[src/rtl/sbc_mode_pkg.sv]
`timescale 1ns/1ps
package sbc_mode_pkg;
  typedef enum logic [2:0] {
    M_INIT     = 3'd0,
    M_NORMAL   = 3'd1,
    M_STOP     = 3'd2,
    M_SLEEP    = 3'd3,
    M_RESTART  = 3'd4,
    M_FAILSAFE = 3'd5
  } mode_e;

  localparam logic [2:0] REQ_NORMAL  = 3'd1;
  localparam logic [2:0] REQ_STOP    = 3'd2;
  localparam logic [2:0] REQ_SLEEP   = 3'd3;
  localparam logic [2:0] REQ_RESTART = 3'd4;

  typedef struct packed {
    logic hs;
    logic xcvr;
    logic vcc2;
  } cfg_t;
endpackage

[src/rtl/sbc_evt_arb.sv]
`timescale 1ns/1ps
module sbc_evt_arb
  import sbc_mode_pkg::*;
#(
  parameter int UV_LIMIT    = 4,
  parameter int DEV_VARIANT = 0,
  localparam int UV_CW      = (UV_LIMIT > 2) ? $clog2(UV_LIMIT) : 1
) (
  input  mode_e            mode_i,
  input  logic             tsd_i,
  input  logic             short_i,
  input  logic             ov_i,
  input  logic             ov_rst_en_i,
  input  logic             uv_i,
  input  logic             vs_ok_i,
  input  logic [UV_CW-1:0] uv_cnt_i,
  input  logic             wd_fail_i,
  input  logic [2:0]       wd_cfg_i,
  input  logic             wd_seen_i,
  input  logic             wake_i,
  input  logic             wake_pend_i,
  input  logic             dwell_done_i,
  input  logic             rst_done_i,
  input  logic             req_valid_i,
  input  logic [2:0]       req_mode_i,
  output mode_e            nxt_o,
  output logic             fs_long_o,
  output logic             uv_inc_o,
  output logic             wd_inc_o,
  output logic             req_acc_o
);
  localparam logic WD_ON = (DEV_VARIANT == 0);
  localparam logic [UV_CW-1:0] UV_LAST = UV_CW'(UV_LIMIT - 1);

  logic supply_up, fs_code;
  assign supply_up = (mode_i == M_INIT) || (mode_i == M_NORMAL) || (mode_i == M_STOP);
  assign fs_code   = (wd_cfg_i == 3'd2) || (wd_cfg_i == 3'd4);

  always_comb begin
    nxt_o     = mode_i;
    fs_long_o = 1'b0;
    uv_inc_o  = 1'b0;
    wd_inc_o  = 1'b0;
    req_acc_o = 1'b0;
    if (mode_i == M_FAILSAFE) begin
      if (dwell_done_i && (wake_i || wake_pend_i)) nxt_o = M_RESTART;
    end else if (tsd_i) begin
      nxt_o     = M_FAILSAFE;
      fs_long_o = 1'b1;
    end else if (short_i) begin
      nxt_o = M_FAILSAFE;
    end else if (ov_i && ov_rst_en_i && supply_up) begin
      nxt_o = fs_code ? M_FAILSAFE : M_RESTART;
    end else if (uv_i && supply_up) begin
      uv_inc_o = 1'b1;
      nxt_o    = (uv_cnt_i == UV_LAST && vs_ok_i) ? M_FAILSAFE : M_RESTART;
    end else if (wd_fail_i && WD_ON && supply_up) begin
      wd_inc_o = 1'b1;
      if (wd_cfg_i == 3'd2 || (wd_cfg_i == 3'd4 && wd_seen_i)) nxt_o = M_FAILSAFE;
      else                                                      nxt_o = M_RESTART;
    end else if (mode_i == M_RESTART) begin
      if (rst_done_i) nxt_o = M_NORMAL;
    end else if (mode_i == M_SLEEP) begin
      if (wake_i) nxt_o = M_RESTART;
    end else if (req_valid_i) begin
      unique case (mode_i)
        M_INIT: begin
          nxt_o     = M_NORMAL;
          req_acc_o = 1'b1;
        end
        M_NORMAL: begin
          req_acc_o = (req_mode_i == REQ_NORMAL) || (req_mode_i == REQ_STOP) ||
                      (req_mode_i == REQ_SLEEP)  || (req_mode_i == REQ_RESTART);
          if (req_mode_i == REQ_STOP)         nxt_o = M_STOP;
          else if (req_mode_i == REQ_SLEEP)   nxt_o = M_SLEEP;
          else if (req_mode_i == REQ_RESTART) nxt_o = M_RESTART;
        end
        M_STOP: begin
          req_acc_o = (req_mode_i == REQ_NORMAL) || (req_mode_i == REQ_SLEEP);
          if (req_mode_i == REQ_NORMAL)      nxt_o = M_NORMAL;
          else if (req_mode_i == REQ_SLEEP)  nxt_o = M_SLEEP;
        end
        default: ;
      endcase
    end
  end
endmodule

[src/rtl/sbc_mode_tmr.sv]
`timescale 1ns/1ps
module sbc_mode_tmr
  import sbc_mode_pkg::*;
#(
  parameter int DWELL_LONG  = 1000,
  parameter int DWELL_SHORT = 100,
  parameter int RST_CYCLES  = 4,
  localparam int DW_CW      = $clog2(DWELL_LONG + 1),
  localparam int RC_CW      = $clog2(RST_CYCLES + 1)
) (
  input  logic  clk_i,
  input  logic  rst_ni,
  input  mode_e mode_i,
  input  mode_e nxt_i,
  input  logic  fs_long_i,
  input  logic  tick_i,
  input  logic  wake_i,
  output logic  dwell_done_o,
  output logic  wake_pend_o,
  output logic  rst_done_o
);
  localparam logic [DW_CW-1:0] DW_LONG  = DW_CW'(DWELL_LONG);
  localparam logic [DW_CW-1:0] DW_SHORT = DW_CW'(DWELL_SHORT);
  localparam logic [RC_CW-1:0] RC_LOAD  = RC_CW'(RST_CYCLES - 1);

  logic [DW_CW-1:0] dw_q;
  logic [RC_CW-1:0] rc_q;
  logic             wp_q;
  logic             fs_enter, rs_enter, in_fs;

  assign in_fs    = (mode_i == M_FAILSAFE);
  assign fs_enter = (nxt_i == M_FAILSAFE) && !in_fs;
  assign rs_enter = (nxt_i == M_RESTART) && (mode_i != M_RESTART);

  always_ff @(posedge clk_i or negedge rst_ni) begin
    if (!rst_ni) begin
      dw_q <= '0;
      rc_q <= '0;
      wp_q <= 1'b0;
    end else begin
      if (fs_enter)                        dw_q <= fs_long_i ? DW_LONG : DW_SHORT;
      else if (in_fs && tick_i && dw_q != '0) dw_q <= dw_q - 1'b1;

      if (rs_enter)                                 rc_q <= RC_LOAD;
      else if (mode_i == M_RESTART && rc_q != '0)   rc_q <= rc_q - 1'b1;

      // wake stored only while inside Fail-Safe
      wp_q <= in_fs && (wp_q || wake_i);
    end
  end

  assign dwell_done_o = (dw_q == '0);
  assign wake_pend_o  = wp_q;
  assign rst_done_o   = (rc_q == '0);
endmodule

[src/rtl/sbc_mode_dec.sv]
`timescale 1ns/1ps
module sbc_mode_dec
  import sbc_mode_pkg::*;
#(
  parameter int DEV_VARIANT = 0
) (
  input  mode_e mode_i,
  input  cfg_t  cfg_live_i,
  input  cfg_t  cfg_hold_i,
  input  logic  lw_i,
  output logic  rst_o,
  output logic  en_vcc1_o,
  output logic  en_vcc2_o,
  output logic  en_wd_o,
  output logic  wd_long_o,
  output logic  en_xcvr_o,
  output logic  xcvr_wake_o,
  output logic  en_hs_o,
  output logic  fault_o
);
  localparam logic DEV = (DEV_VARIANT != 0);

  logic wd_raw;

  always_comb begin
    rst_o       = 1'b0;
    en_vcc1_o   = 1'b1;
    en_vcc2_o   = 1'b0;
    wd_raw      = 1'b0;
    wd_long_o   = 1'b0;
    en_xcvr_o   = 1'b0;
    xcvr_wake_o = 1'b0;
    en_hs_o     = 1'b0;
    fault_o     = 1'b0;
    unique case (mode_i)
      M_INIT: begin
        wd_raw    = 1'b1;
        wd_long_o = !DEV;
        en_vcc2_o = DEV;
        en_xcvr_o = DEV;
      end
      M_NORMAL: begin
        wd_raw    = 1'b1;
        wd_long_o = lw_i && !DEV;
        en_vcc2_o = cfg_live_i.vcc2 || DEV;
        en_xcvr_o = cfg_live_i.xcvr || DEV;
        en_hs_o   = cfg_live_i.hs;
      end
      M_STOP: begin
        wd_raw    = 1'b1;
        en_vcc2_o = cfg_hold_i.vcc2 || DEV;
        en_xcvr_o = cfg_hold_i.xcvr || DEV;
        en_hs_o   = cfg_hold_i.hs;
      end
      M_SLEEP: begin
        en_vcc1_o   = 1'b0;
        en_vcc2_o   = cfg_hold_i.vcc2 || DEV;
        en_hs_o     = cfg_hold_i.hs;
        xcvr_wake_o = 1'b1;
      end
      M_RESTART: rst_o = 1'b1;
      M_FAILSAFE: begin
        rst_o       = 1'b1;
        en_vcc1_o   = 1'b0;
        xcvr_wake_o = 1'b1;
        fault_o     = 1'b1;
      end
      default: ;
    endcase
    en_wd_o = wd_raw && !DEV;
  end
endmodule

[src/rtl/sbc_mode_ctrl.sv]
`timescale 1ns/1ps
module sbc_mode_ctrl
  import sbc_mode_pkg::*;
#(
  parameter int DEV_VARIANT = 0,
  parameter int UV_LIMIT    = 4,
  parameter int DWELL_LONG  = 1000,
  parameter int DWELL_SHORT = 100,
  parameter int RST_CYCLES  = 4
) (
  input  logic       clk_i,
  input  logic       rst_ni,
  input  logic       req_valid_i,
  input  logic [2:0] req_mode_i,
  input  logic [2:0] cfg_i,
  input  logic [2:0] wd_cfg_i,
  input  logic       ov_rst_en_i,
  input  logic       vs_ok_i,
  input  logic       tsd_i,
  input  logic       short_i,
  input  logic       ov_i,
  input  logic       uv_i,
  input  logic       wd_fail_i,
  input  logic       wake_i,
  input  logic       tick_i,
  output logic [2:0] mode_o,
  output logic       rst_o,
  output logic       en_vcc1_o,
  output logic       en_vcc2_o,
  output logic       en_wd_o,
  output logic       wd_long_o,
  output logic       en_xcvr_o,
  output logic       xcvr_wake_o,
  output logic       en_hs_o,
  output logic       fault_o
);
  localparam int UV_CW = (UV_LIMIT > 2) ? $clog2(UV_LIMIT) : 1;
  localparam logic [UV_CW-1:0] UV_LAST = UV_CW'(UV_LIMIT - 1);

  mode_e            mode_q, nxt;
  logic [UV_CW-1:0] uv_cnt_q;
  logic             wd_seen_q, lw_q;
  cfg_t             cfg_q, cfg_live;
  logic             fs_long, uv_inc, wd_inc, req_acc;
  logic             dwell_done, wake_pend, rst_done, cnt_clr;

  assign cfg_live = cfg_t'(cfg_i);

  sbc_evt_arb #(.UV_LIMIT(UV_LIMIT), .DEV_VARIANT(DEV_VARIANT)) u_arb (
    .mode_i(mode_q), .tsd_i, .short_i, .ov_i, .ov_rst_en_i, .uv_i, .vs_ok_i,
    .uv_cnt_i(uv_cnt_q), .wd_fail_i, .wd_cfg_i, .wd_seen_i(wd_seen_q), .wake_i,
    .wake_pend_i(wake_pend), .dwell_done_i(dwell_done), .rst_done_i(rst_done),
    .req_valid_i, .req_mode_i, .nxt_o(nxt), .fs_long_o(fs_long),
    .uv_inc_o(uv_inc), .wd_inc_o(wd_inc), .req_acc_o(req_acc)
  );

  sbc_mode_tmr #(.DWELL_LONG(DWELL_LONG), .DWELL_SHORT(DWELL_SHORT),
                 .RST_CYCLES(RST_CYCLES)) u_tmr (
    .clk_i, .rst_ni, .mode_i(mode_q), .nxt_i(nxt), .fs_long_i(fs_long),
    .tick_i, .wake_i, .dwell_done_o(dwell_done), .wake_pend_o(wake_pend),
    .rst_done_o(rst_done)
  );

  sbc_mode_dec #(.DEV_VARIANT(DEV_VARIANT)) u_dec (
    .mode_i(mode_q), .cfg_live_i(cfg_live), .cfg_hold_i(cfg_q), .lw_i(lw_q),
    .rst_o, .en_vcc1_o, .en_vcc2_o, .en_wd_o, .wd_long_o, .en_xcvr_o,
    .xcvr_wake_o, .en_hs_o, .fault_o
  );

  // software regaining control, or escalation done, restarts the repeat counts
  assign cnt_clr = (req_acc && (mode_q == M_INIT || mode_q == M_NORMAL)) ||
                   (nxt == M_FAILSAFE && mode_q != M_FAILSAFE);

  always_ff @(posedge clk_i or negedge rst_ni) begin
    if (!rst_ni) begin
      mode_q    <= M_INIT;
      uv_cnt_q  <= '0;
      wd_seen_q <= 1'b0;
      lw_q      <= 1'b0;
      cfg_q     <= '0;
    end else begin
      mode_q <= nxt;
      if (cnt_clr) begin
        uv_cnt_q  <= '0;
        wd_seen_q <= 1'b0;
      end else begin
        if (uv_inc && uv_cnt_q != UV_LAST) uv_cnt_q <= uv_cnt_q + 1'b1;
        if (wd_inc)                        wd_seen_q <= 1'b1;
      end
      if (mode_q == M_RESTART && nxt == M_NORMAL)  lw_q <= 1'b1;
      else if (req_acc && mode_q == M_NORMAL)      lw_q <= 1'b0;
      if (mode_q == M_NORMAL) cfg_q <= cfg_live;
    end
  end

  assign mode_o = mode_q;
endmodule

[config.mk]
export PLATFORM = sky130hd
export DESIGN_NAME = sbc_mode_ctrl
export DESIGN_NICKNAME = d
export VERILOG_FILES = /design/src/rtl/sbc_mode_pkg.sv /design/src/rtl/sbc_evt_arb.sv /design/src/rtl/sbc_mode_tmr.sv /design/src/rtl/sbc_mode_dec.sv /design/src/rtl/sbc_mode_ctrl.sv
export SDC_FILE = /design/constraint.sdc
export NUM_CORES = 1
export LEC_CHECK = 0
export ABC_AREA = 1
export CAP_MARGIN = 15
export CORE_MARGIN = 4
export CORE_UTILIZATION = 55
export CTS_CLUSTER_SIZE = 10
export DETAILED_ROUTE_END_ITERATION = 8
export DONT_BUFFER_PORTS = 1
export PLACE_DENSITY = 0.7
export REMOVE_ABC_BUFFERS = 1
export SETUP_SLACK_MARGIN = 0.4
export SLEW_MARGIN = 40
export SYNTH_ARGS = -nofsm -noshare
export SYNTH_HDL_FRONTEND = slang
export SYNTH_SLANG_ARGS = --single-unit
[constraint.sdc]
create_clock -name clk_i -period 5.19 [get_ports clk_i]
set_clock_uncertainty 0.05 [all_clocks]
set_input_delay 1.038 -clock clk_i [delete_from_list [all_inputs] [get_ports clk_i]]
set_output_delay 1.038 -clock clk_i [all_outputs]
set_load 0.005 [all_outputs]
==> results.yml, run 1 <==
status:
  status: "finished, final reports clean"
place:
  dp_hpwl_mm: 2.65
  place_congestion: 0.905
  port_buffers: 0
global_routing:
  grt_pass1_vias: 1372
  antenna_found_initial: 0
  grt_use_total: 0.178
  grt_pass1_wl_mm: 5.79
  grt_start_max_net_pins: 25
  grt-ovfl-total: 0
final_layout:
  nNetsFinal: 273
  area_growth_pct: 3.04
  diodes: 0
  layout-drive-gt1-share: 0.102
  fillers: 279
sta:
  setup_violations: 0
  slew_viol_final: 0
  fin_crit_sh: 0.505
  rsz0062_at_grt: "false"
  finalHoldViolCount: 0
  slew_headroom: 0.575
  fin_crit_ns: 2.62
  tns_ns: 0
  fmax_mhz: 382
  tightest_slew_ns: 0.630
min_path:
  hold_class: "in2async"
cts:
  post_cts_buffers: 0
  htreeDepth: 1
  clk_path_buf_depth: 2
  clock_latency_ns: 0.30
  cts_root_buffer: "clkbuf_4"
  holdBufCountCts: 0
  clk_pin_slew_ns: 0.12
  cts_sinks: 24
  cts_tree: "done"
  cts_buffers: 3
  cts_resized: 0
yosys:
  synth_ff_type: "dfrtp_1"
  syn-cell-area_sq_um: 1650
  synth.top_cell.area_share: 0.364
  ys_seq_elements: 24
  yosysSeqAreaShare: 0.364
  synthTopCellsByArea: "dfrtp_1 (36%), nand2_1 (18%), inv_1 (8.4%)"
  avgSynthCellArea_sq_um: 6.75
  synth_edf_count: 0
  synthArstFlopShare: 1.00
  yosys_warnings: 0
  synth_top_area_cell: "dfrtp_1"
  synth_common_cells: "nand2_1 (77), inv_1 (37), nor2_1 (25), dfrtp_1 (24), nand3_1 (18)"
  synth_cell_type_count: 26
  postSynthCellCount: 244
  yosysMostFrequentCell: "nand2_1"
floorplan:
  die_w_um: 62.7
  io_pins: 33
  rows: 19
  start_util: 0.587
  die_h_um: 62.7
  core_region_area_sq_um: 2810
  die-area_sq_um: 3940
pwr:
  switching_share: 0.359
  p_seq_frac: 0.504
  clkPwrFrac: 0.145
  p_switching_uw: 191
  p_int_uw: 340
  p_leak_nw: 0.944
  power_density_nw_per_um2: 312
  comb_power_share: 0.352
  vdd_ir_drop_max_mv: 0.219
  power_uw: 530
worst_setup_path:
  cp-start-kind: "register"
  r2r_cells: 14
  criticalPathCategory: "reg2out"
  cp.required_ns: 4.10
  arrival_ns: 1.53
  end_kind: "output port"
  path_max_fanout: 9
flow_run:
  cap_violations: 0
routing:
  routed_via_density: 5.24
  routedWlPerCell_um: 11.6
  finalWirelength_mm: 3.22
  drtIter0Drc: 124
  dr.pass1.iters: 4
  ant_nets: 0
  vias: 1451
  route.detailed.drc: 0
## power by group through the flow
stage / logic (mW) / clock network, mW / registers (mW)
after floorplan: 0.162 / 0 / 0.263
after global placement: 0.186 / 0 / 0.271
after detailed placement: 0.188 / 0 / 0.272
after CTS: 0.191 / 0.0818 / 0.268
after global routing: 0.225 / 0.0913 / 0.273
final: 0.187 / 0.0768 / 0.267
## final cells by class
cell class                 instances  area [sq um]  area share
clock buffer                       3          22.5      0.0133
multi-input combinational        175           871       0.513
inverter                          44           165      0.0973
tap                               31          38.8      0.0228
sequential                        24           601       0.354
## per-stage QoR
step           hold WS (ns)  instances  utilization  setup slack, ns  area (sq um)
3_3_place_gp          0.433        274        0.597             2.57          1680
6_report              0.363        277        0.605             2.57          1700
4_1_cts               0.346        277        0.605             2.55          1700
2_1_floorplan         0.415        243            -             2.79          1640
3_5_place_dp          0.440        274        0.597             2.54          1680
5_1_grt               0.321        277        0.605             2.41          1700
## placed cells by master (no fill, tap or decap)
| master | n |
|---|---|
| a21oi_1 | 2 |
| a21oi_2 | 2 |
| clkbuf_4 | 3 |
| dfrtp_1 | 24 |
| ha_1 | 4 |
| inv_1 | 37 |
| inv_2 | 7 |
| nand2_1 | 77 |
| nand2_2 | 4 |
| nand3_1 | 18 |
| nand3_2 | 1 |
| nand3b_1 | 2 |
| nand4_1 | 2 |
| nor2_1 | 25 |
| nor2_2 | 3 |
| nor2_4 | 2 |
| nor3_1 | 4 |
| nor3b_2 | 1 |
| o211ai_1 | 2 |
| o21ai_0 | 14 |
| o21ai_1 | 1 |
| o21ai_2 | 1 |
| o311ai_0 | 1 |
| or2_2 | 1 |
| xnor2_1 | 4 |
| xor2_1 | 4 |
## logic make-up (layout without fill, tap and decap cells)
logic type               Yosys count  count (layout)  synth area share
flip-flops                        24              24             0.364
buffers and inverters             45              47             0.107
AND/OR/NAND/NOR                  140             140             0.374
XOR/XNOR                           8               8            0.0425
AO/OA/AOI/OAI                     23              23            0.0820
adder cells (fa/ha/maj)            4               4            0.0304
## state kept, by name, indices dropped and copies added, names as in the netlist
| name | count |
|---|---|
| lw_q | 1 |
| u_tmr.wake_pend_o | 1 |
| u_tmr.rc_q | 3 |
| u_tmr.dw_q | 10 |
| wd_seen_q | 1 |
| mode_o | 3 |
| uv_cnt_q | 2 |
| cfg_q | 3 |
## worst max-delay path: stages (launching register included)
cell	delay (ns)
dfrtp_1	0.48
inv_2	0.17
nand2_1	0.16
nor2_4	0.21
nand2_1	0.09
o21ai_0	0.11
## layer usage
metal,up-vias,GRT usage,wire (um)
li1,759,-,-
met4,0,0.0496,27
met5,-,0,0
met1,646,0.242,1520
met3,4,0.0306,187
met2,42,0.290,1480
## path summary, 6_finish.rpt
path | slack, ns | from | to
setup / recovery | 2.57 | mode_o[2] | en_xcvr_o
hold / removal | 0.36 | rst_ni | u_tmr.rc_q[1]
setup reg to reg | 2.82 | mode_o[0] | u_tmr.dw_q[2]
hold reg to reg | 0.47 | u_tmr.rc_q[0] | u_tmr.rc_q[0]
max in group asynchronous | 4.65 | rst_ni | u_tmr.rc_q[0]
min in group clk_i | 0.47 | u_tmr.rc_q[0] | u_tmr.rc_q[0]
Power figures use the tool's default switching activity.
==> run 2, diff against run 1 <==
Settings changed: ABC_AREA 1 to 0.
Clock period 5.19 ns to 2.7 ns, I/O delays scaled along.
==> results.yml, run 2 <==
worst_setup_path:
  cp.required_ns: 2.85
  path_max_fanout: 21
  end_kind: "register"
  crit_start: "mode_o[0]"
  criticalPathCategory: "reg2reg"
  arrival_ns: 2.40
  rrSetupSlack_ns: 0.45
  reg2reg_from: "mode_o[0]"
  cp-start-kind: "register"
sta:
  rsz0062_at_grt: "true"
  fin_crit_ns: 2.25
  slew_headroom: 0.656
  setup_violations: 0
  slew_viol_final: 0
  fmax_mhz: 445
  tns_ns: 0
  finalHoldViolCount: 0
  fin_crit_sh: 0.833
  tightest_slew_ns: 0.516
cts:
  htreeDepth: 1
  clock_latency_ns: 0.30
  clk_pin_slew_ns: 0.12
  clk_path_buf_depth: 2
  cts_root_buffer: "clkbuf_4"
  cts_buffers: 3
  cts_tree: "done"
  cts_sinks: 24
floorplan:
  io_pins: 33
  start_util: 0.585
  die_w_um: 62.4
  core_region_area_sq_um: 2780
  die-area_sq_um: 3890
  rows: 19
  die_h_um: 62.4
global_routing:
  grt_pass1_vias: 1291
  antenna_found_initial: 0
  grt_pass1_wl_mm: 5.77
  grt_start_max_net_pins: 25
  grt-ovfl-total: 0
  grt_use_total: 0.179
yosys:
  synth_edf_count: 0
  synth_cell_type_count: 49
  synthArstFlopShare: 1.00
  postSynthCellCount: 177
  yosysSeqAreaShare: 0.369
  synthTopCellsByArea: "dfrtp_1 (37%), xnor2_1 (4.8%), nor2_1 (3.9%)"
  yosys_warnings: 0
  syn-cell-area_sq_um: 1630
  avgSynthCellArea_sq_um: 9.20
  synth_common_cells: "dfrtp_1 (24), nor2_1 (17), inv_1 (12), nor3_1 (9), xnor2_1 (9)"
  yosysMostFrequentCell: "dfrtp_1"
  synth_top_area_cell: "dfrtp_1"
  synth.top_cell.area_share: 0.369
  synth_ff_type: "dfrtp_1"
  ys_seq_elements: 24
place:
  port_buffers: 0
  dp_hpwl_mm: 2.68
  place_congestion: 0.899
  placed_area_sq_um: 1650
pwr:
  power_uw: 989
  vdd_ir_drop_max_mv: 0.452
  power_density_nw_per_um2: 565
  p_leak_nw: 0.741
final_layout:
  nNetsFinal: 211
  final_cell_mix: "dfrtp_1 (21), nor2_1 (17), inv_1 (12)"
  top_register: "u_tmr.dw_q"
  utilization: 0.629
  layout-drive-gt1-share: 0.152
  area_growth_pct: 7.53
  largest_reg_flops: 10
  diodes: 0
  fin_area_sq_um: 1750
  layout_commonest_cell: "dfrtp_1"
routing:
  route.detailed.drc: 0
  vias: 1348
  finalWirelength_mm: 3.67
  ant_nets: 0
  met2WireLength_mm: 1.79
  dr.pass1.iters: 4
  met3_length_um: 269
  wl_met1_mm: 1.55
  routedWlPerCell_um: 17.1
  drtIter0Drc: 75
  routed_via_density: 6.27
  top_layer: "met4"
flow_run:
  cap_violations: 0
min_path:
  hold_class: "in2async"
status:
  status: "finished, final reports clean"
-- run 2: cell count changes after synthesis, sizes merged, moves of 5 or more --
| cell | previous run | this run |
|---|---|---|
| nand2b | 0 | 8 |
| nor2 | 30 | 17 |
| nor3 | 4 | 9 |
| xnor2 | 4 | 9 |
| mux2i | 0 | 6 |
| o21ai | 16 | 5 |
| nor2b | 0 | 7 |
| buf | 1 | 6 |
| nand2 | 81 | 8 |
| nand3 | 19 | 4 |
| inv | 44 | 12 |
-- run 2: metal layers --
| layer | global-route usage | vias to the layer above |
|---|---|---|
| li1 | - | 647 |
| met1 | 0.222 | 646 |
| met2 | 0.298 | 49 |
| met3 | 0.0468 | 6 |
| met4 | 0.0663 | 0 |
| met5 | 0 | - |
-- run 2: layout make-up --
cell class / count / area, sq um
timing repair buffer: 11 / 80.1
tap: 31 / 38.8
fill: 225 / 1030
inverter: 12 / 45.0
clock buffer: 3 / 22.5
multi-input combinational: 134 / 955
sequential: 24 / 609
-- run 2: cell families after synthesis --
group | count (synthesis) | synth area share
and+or+nand+nor | 70 | 0.234
AOI/OAI and AO/OA | 37 | 0.178
DFF | 24 | 0.369
buffers and inverters | 19 | 0.0538
xor gates and xnor gates | 13 | 0.0699
muxes | 10 | 0.0646
adders and majority gates | 4 | 0.0307
-- run 2: path summary, 6_finish.rpt --
path / to / cells after the start
max: u_tmr.dw_q[3] / 6
min: u_tmr.dw_q[0] / 1
max reg2reg: u_tmr.dw_q[3] / 6
min reg2reg: cfg_q[1] / 1
max in group asynchronous: mode_o[0] / 1
min in group clk_i: u_tmr.dw_q[2] / 1
-- run 2: stage by stage --
step,setup slack (ns),cells,hold WS [ns]
global route,0.338,215,0.161
finish,0.452,215,0.143
floorplan,0.488,170,0.194
CTS,0.411,208,0.244
detailed placement,0.260,204,0.195
global placement,0.348,204,0.195
-- run 2: power by group --
part | switching [mW] | internal, mW | total, mW
clock network | 0.0948 | 0.0521 | 0.147
registers | 0.0890 | 0.452 | 0.541
logic | 0.149 | 0.152 | 0.301
total | 0.333 | 0.656 | 0.989
-- run 2: timing repair --
item | in CTS | in global routing
hold buffers | 1 | 0
endpoints found under the hold margin | 24 | 0
setup endpoints to repair | 8 | 8
gates resized for setup | 3 | 6
buffers inserted | 0 | 7
-- run 2: worst max-delay path: stages (launching register included) --
cell and delay, ns:
dfrtp_4 0.61, nor4bb_1 0.30, a31oi_1 0.08, a211oi_1 0.24, o22a_1 0.20, o221a_4 0.30
mux2_2 0.36
==> run 3, diff against run 2 <==
Settings changed: PLACE_DENSITY 0.7 to 0.73.
Clock period 2.7 ns to 1.9 ns, I/O delays scaled along.
==> results.yml, run 3 (synthesis gave the netlist of run 2 again) <==
pwr:
  vdd_ir_drop_max_mv: 0.931
  p_leak_nw: 1.09
  power_mw: 2.08
  power_density_nw_per_um2: 823
worst_setup_path:
  arrival_ns: 2.40
  cp.required_ns: 2.09
  slowest_stage: "dfrtp_1"
  path_max_fanout: 8
  crit_path_max_incr_delay_ns: 0.43
  end_kind: "register"
  cp-start-kind: "register"
  path_cells: "buf_4, nor4bb_2, a31oi_1, a211oi_1, o22a_1, o221a_4, mux2_2"
  criticalPathCategory: "reg2reg"
sta:
  fmax_mhz: 451
  slew_headroom: 0.653
  fin_crit_sh: 1.17
  layout_setup_ws_ns: -0.317
  fin_crit_ns: 2.22
  rsz0062_at_grt: "true"
  setup_violations: 20
  finalHoldViolCount: 0
  tightest_slew_ns: 0.521
  slew_viol_final: 0
cts:
  cts_sinks: 24
  cts_buffers: 3
  cts_tree: "done"
  clk_path_buf_depth: 2
  clk_pin_slew_ns: 0.14
  clock_latency_ns: 0.33
  cts_root_buffer: "clkbuf_4"
  htreeDepth: 1
floorplan:
  start_util: 0.585
  die_h_um: 62.4
  io_pins: 33
  rows: 19
  core_region_area_sq_um: 2780
  die-area_sq_um: 3890
  die_w_um: 62.4
final_layout:
  fillers: 107
  fin_area_sq_um: 2530
  utilization: 0.910
  layout_commonest_cell: "buf_4"
  area_growth_pct: 55.6
  finalNonFillerCells: 262
  seq_area_sq_um: 603
  diodes: 0
  largest_reg_flops: 10
  final_cell_mix: "buf_4 (41), dfrtp_1 (22), nor2_1 (12)"
  layout-drive-gt1-share: 0.524
  multiInputGateArea_sq_um: 1280
  nNetsFinal: 257
  top_register: "u_tmr.dw_q"
global_routing:
  antenna_found_initial: 0
  grt_start_max_net_pins: 25
  grt_pass1_wl_mm: 8.76
  grt_use_total: 0.280
  grt-ovfl-total: 0
  grt_pass1_vias: 1798
routing:
  routed_via_density: 6.58
  finalWirelength_mm: 5.88
  routedWlPerCell_um: 22.4
  ant_nets: 0
  vias: 1725
  dr.pass1.iters: 4
  drtIter0Drc: 119
  route.detailed.drc: 0
min_path:
  hold_class: "in2reg"
flow_run:
  cap_violations: 0
place:
  place_inst: 243
  port_buffers: 0
  dp_hpwl_mm: 2.99
  placed_area_sq_um: 1950
  place_congestion: 0.922
status:
  status: "complete, but fails checks"
  violations: "negative setup slack"
[run 3: cell count changes in the layout (fill, tap and decap cells not counted), sizes merged]
cell,before,now
dlygate4sd3,0,1
buf,10,56
bufinv,0,1
clkbuf,4,3
[run 3: final timing paths]
kind,from,to,slack [ns],depth (start not counted)
worst max-delay path,mode_o[0],u_tmr.dw_q[3],-0.32,7
worst min-delay path,tsd_i,u_tmr.dw_q[2],0.09,1
worst max register to register,mode_o[0],u_tmr.dw_q[3],-0.32,7
worst min register to register,cfg_q[1],cfg_q[1],0.50,1
max in group asynchronous,rst_ni,mode_o[2],0.91,2
min in group asynchronous,rst_ni,cfg_q[0],0.49,2
[run 3: cell type report]
type,instances,area share
clock buffers,3,0.00889
flip-flops and latches,24,0.238
repair buffers,57,0.201
clock inverters,1,0.0119
multi-input cells,134,0.507
well taps,31,0.0153
inverters,12,0.0178
[run 3: what timing repair did]
action	4_1_cts	5_1_grt
hold buffers	1	1
endpoints found under the setup margin	33	34
setup buffers	12	0
resized for setup	63	25
hold endpoints to repair	24	24
cloned	1	0
pin swaps	9	2
[run 3: power by group]
part           internal (mW)  switching [mW]  leakage, nW
Clock                  0.214           0.163       0.0279
Combinational          0.483           0.437        0.779
Sequential             0.641           0.146        0.288
Total                   1.34           0.746         1.09
[run 3: critical path, delay by kind of cell (launching register included)]
family                 cells  cell delay, ns
flip-flops                 1            0.43
AO/OA/AOI/OAI              4            0.77
AND/OR/NAND/NOR            1            0.33
buffers and inverters      1            0.18
multiplexers               1            0.36
[run 3: per-layer routing]
layer,vias up,GRT usage,share of wire
li1,742,-,-
met1,835,0.319,0.37
met2,112,0.479,0.49
met3,36,0.0773,0.076
met4,0,0.138,0.061
met5,-,0,0
[run 3: stage by stage]
step	hold slack, ns	TNS, ns	worst slack (ns)
floorplan	0.0344	-1.42	-0.312
global placement	0.0349	-2.05	-0.205
detailed placement	0.0349	-3.33	-0.325
CTS	0.0821	-1.90	-0.158
global route	0.0811	-5.54	-0.423
finish	0.0852	-3.78	-0.317
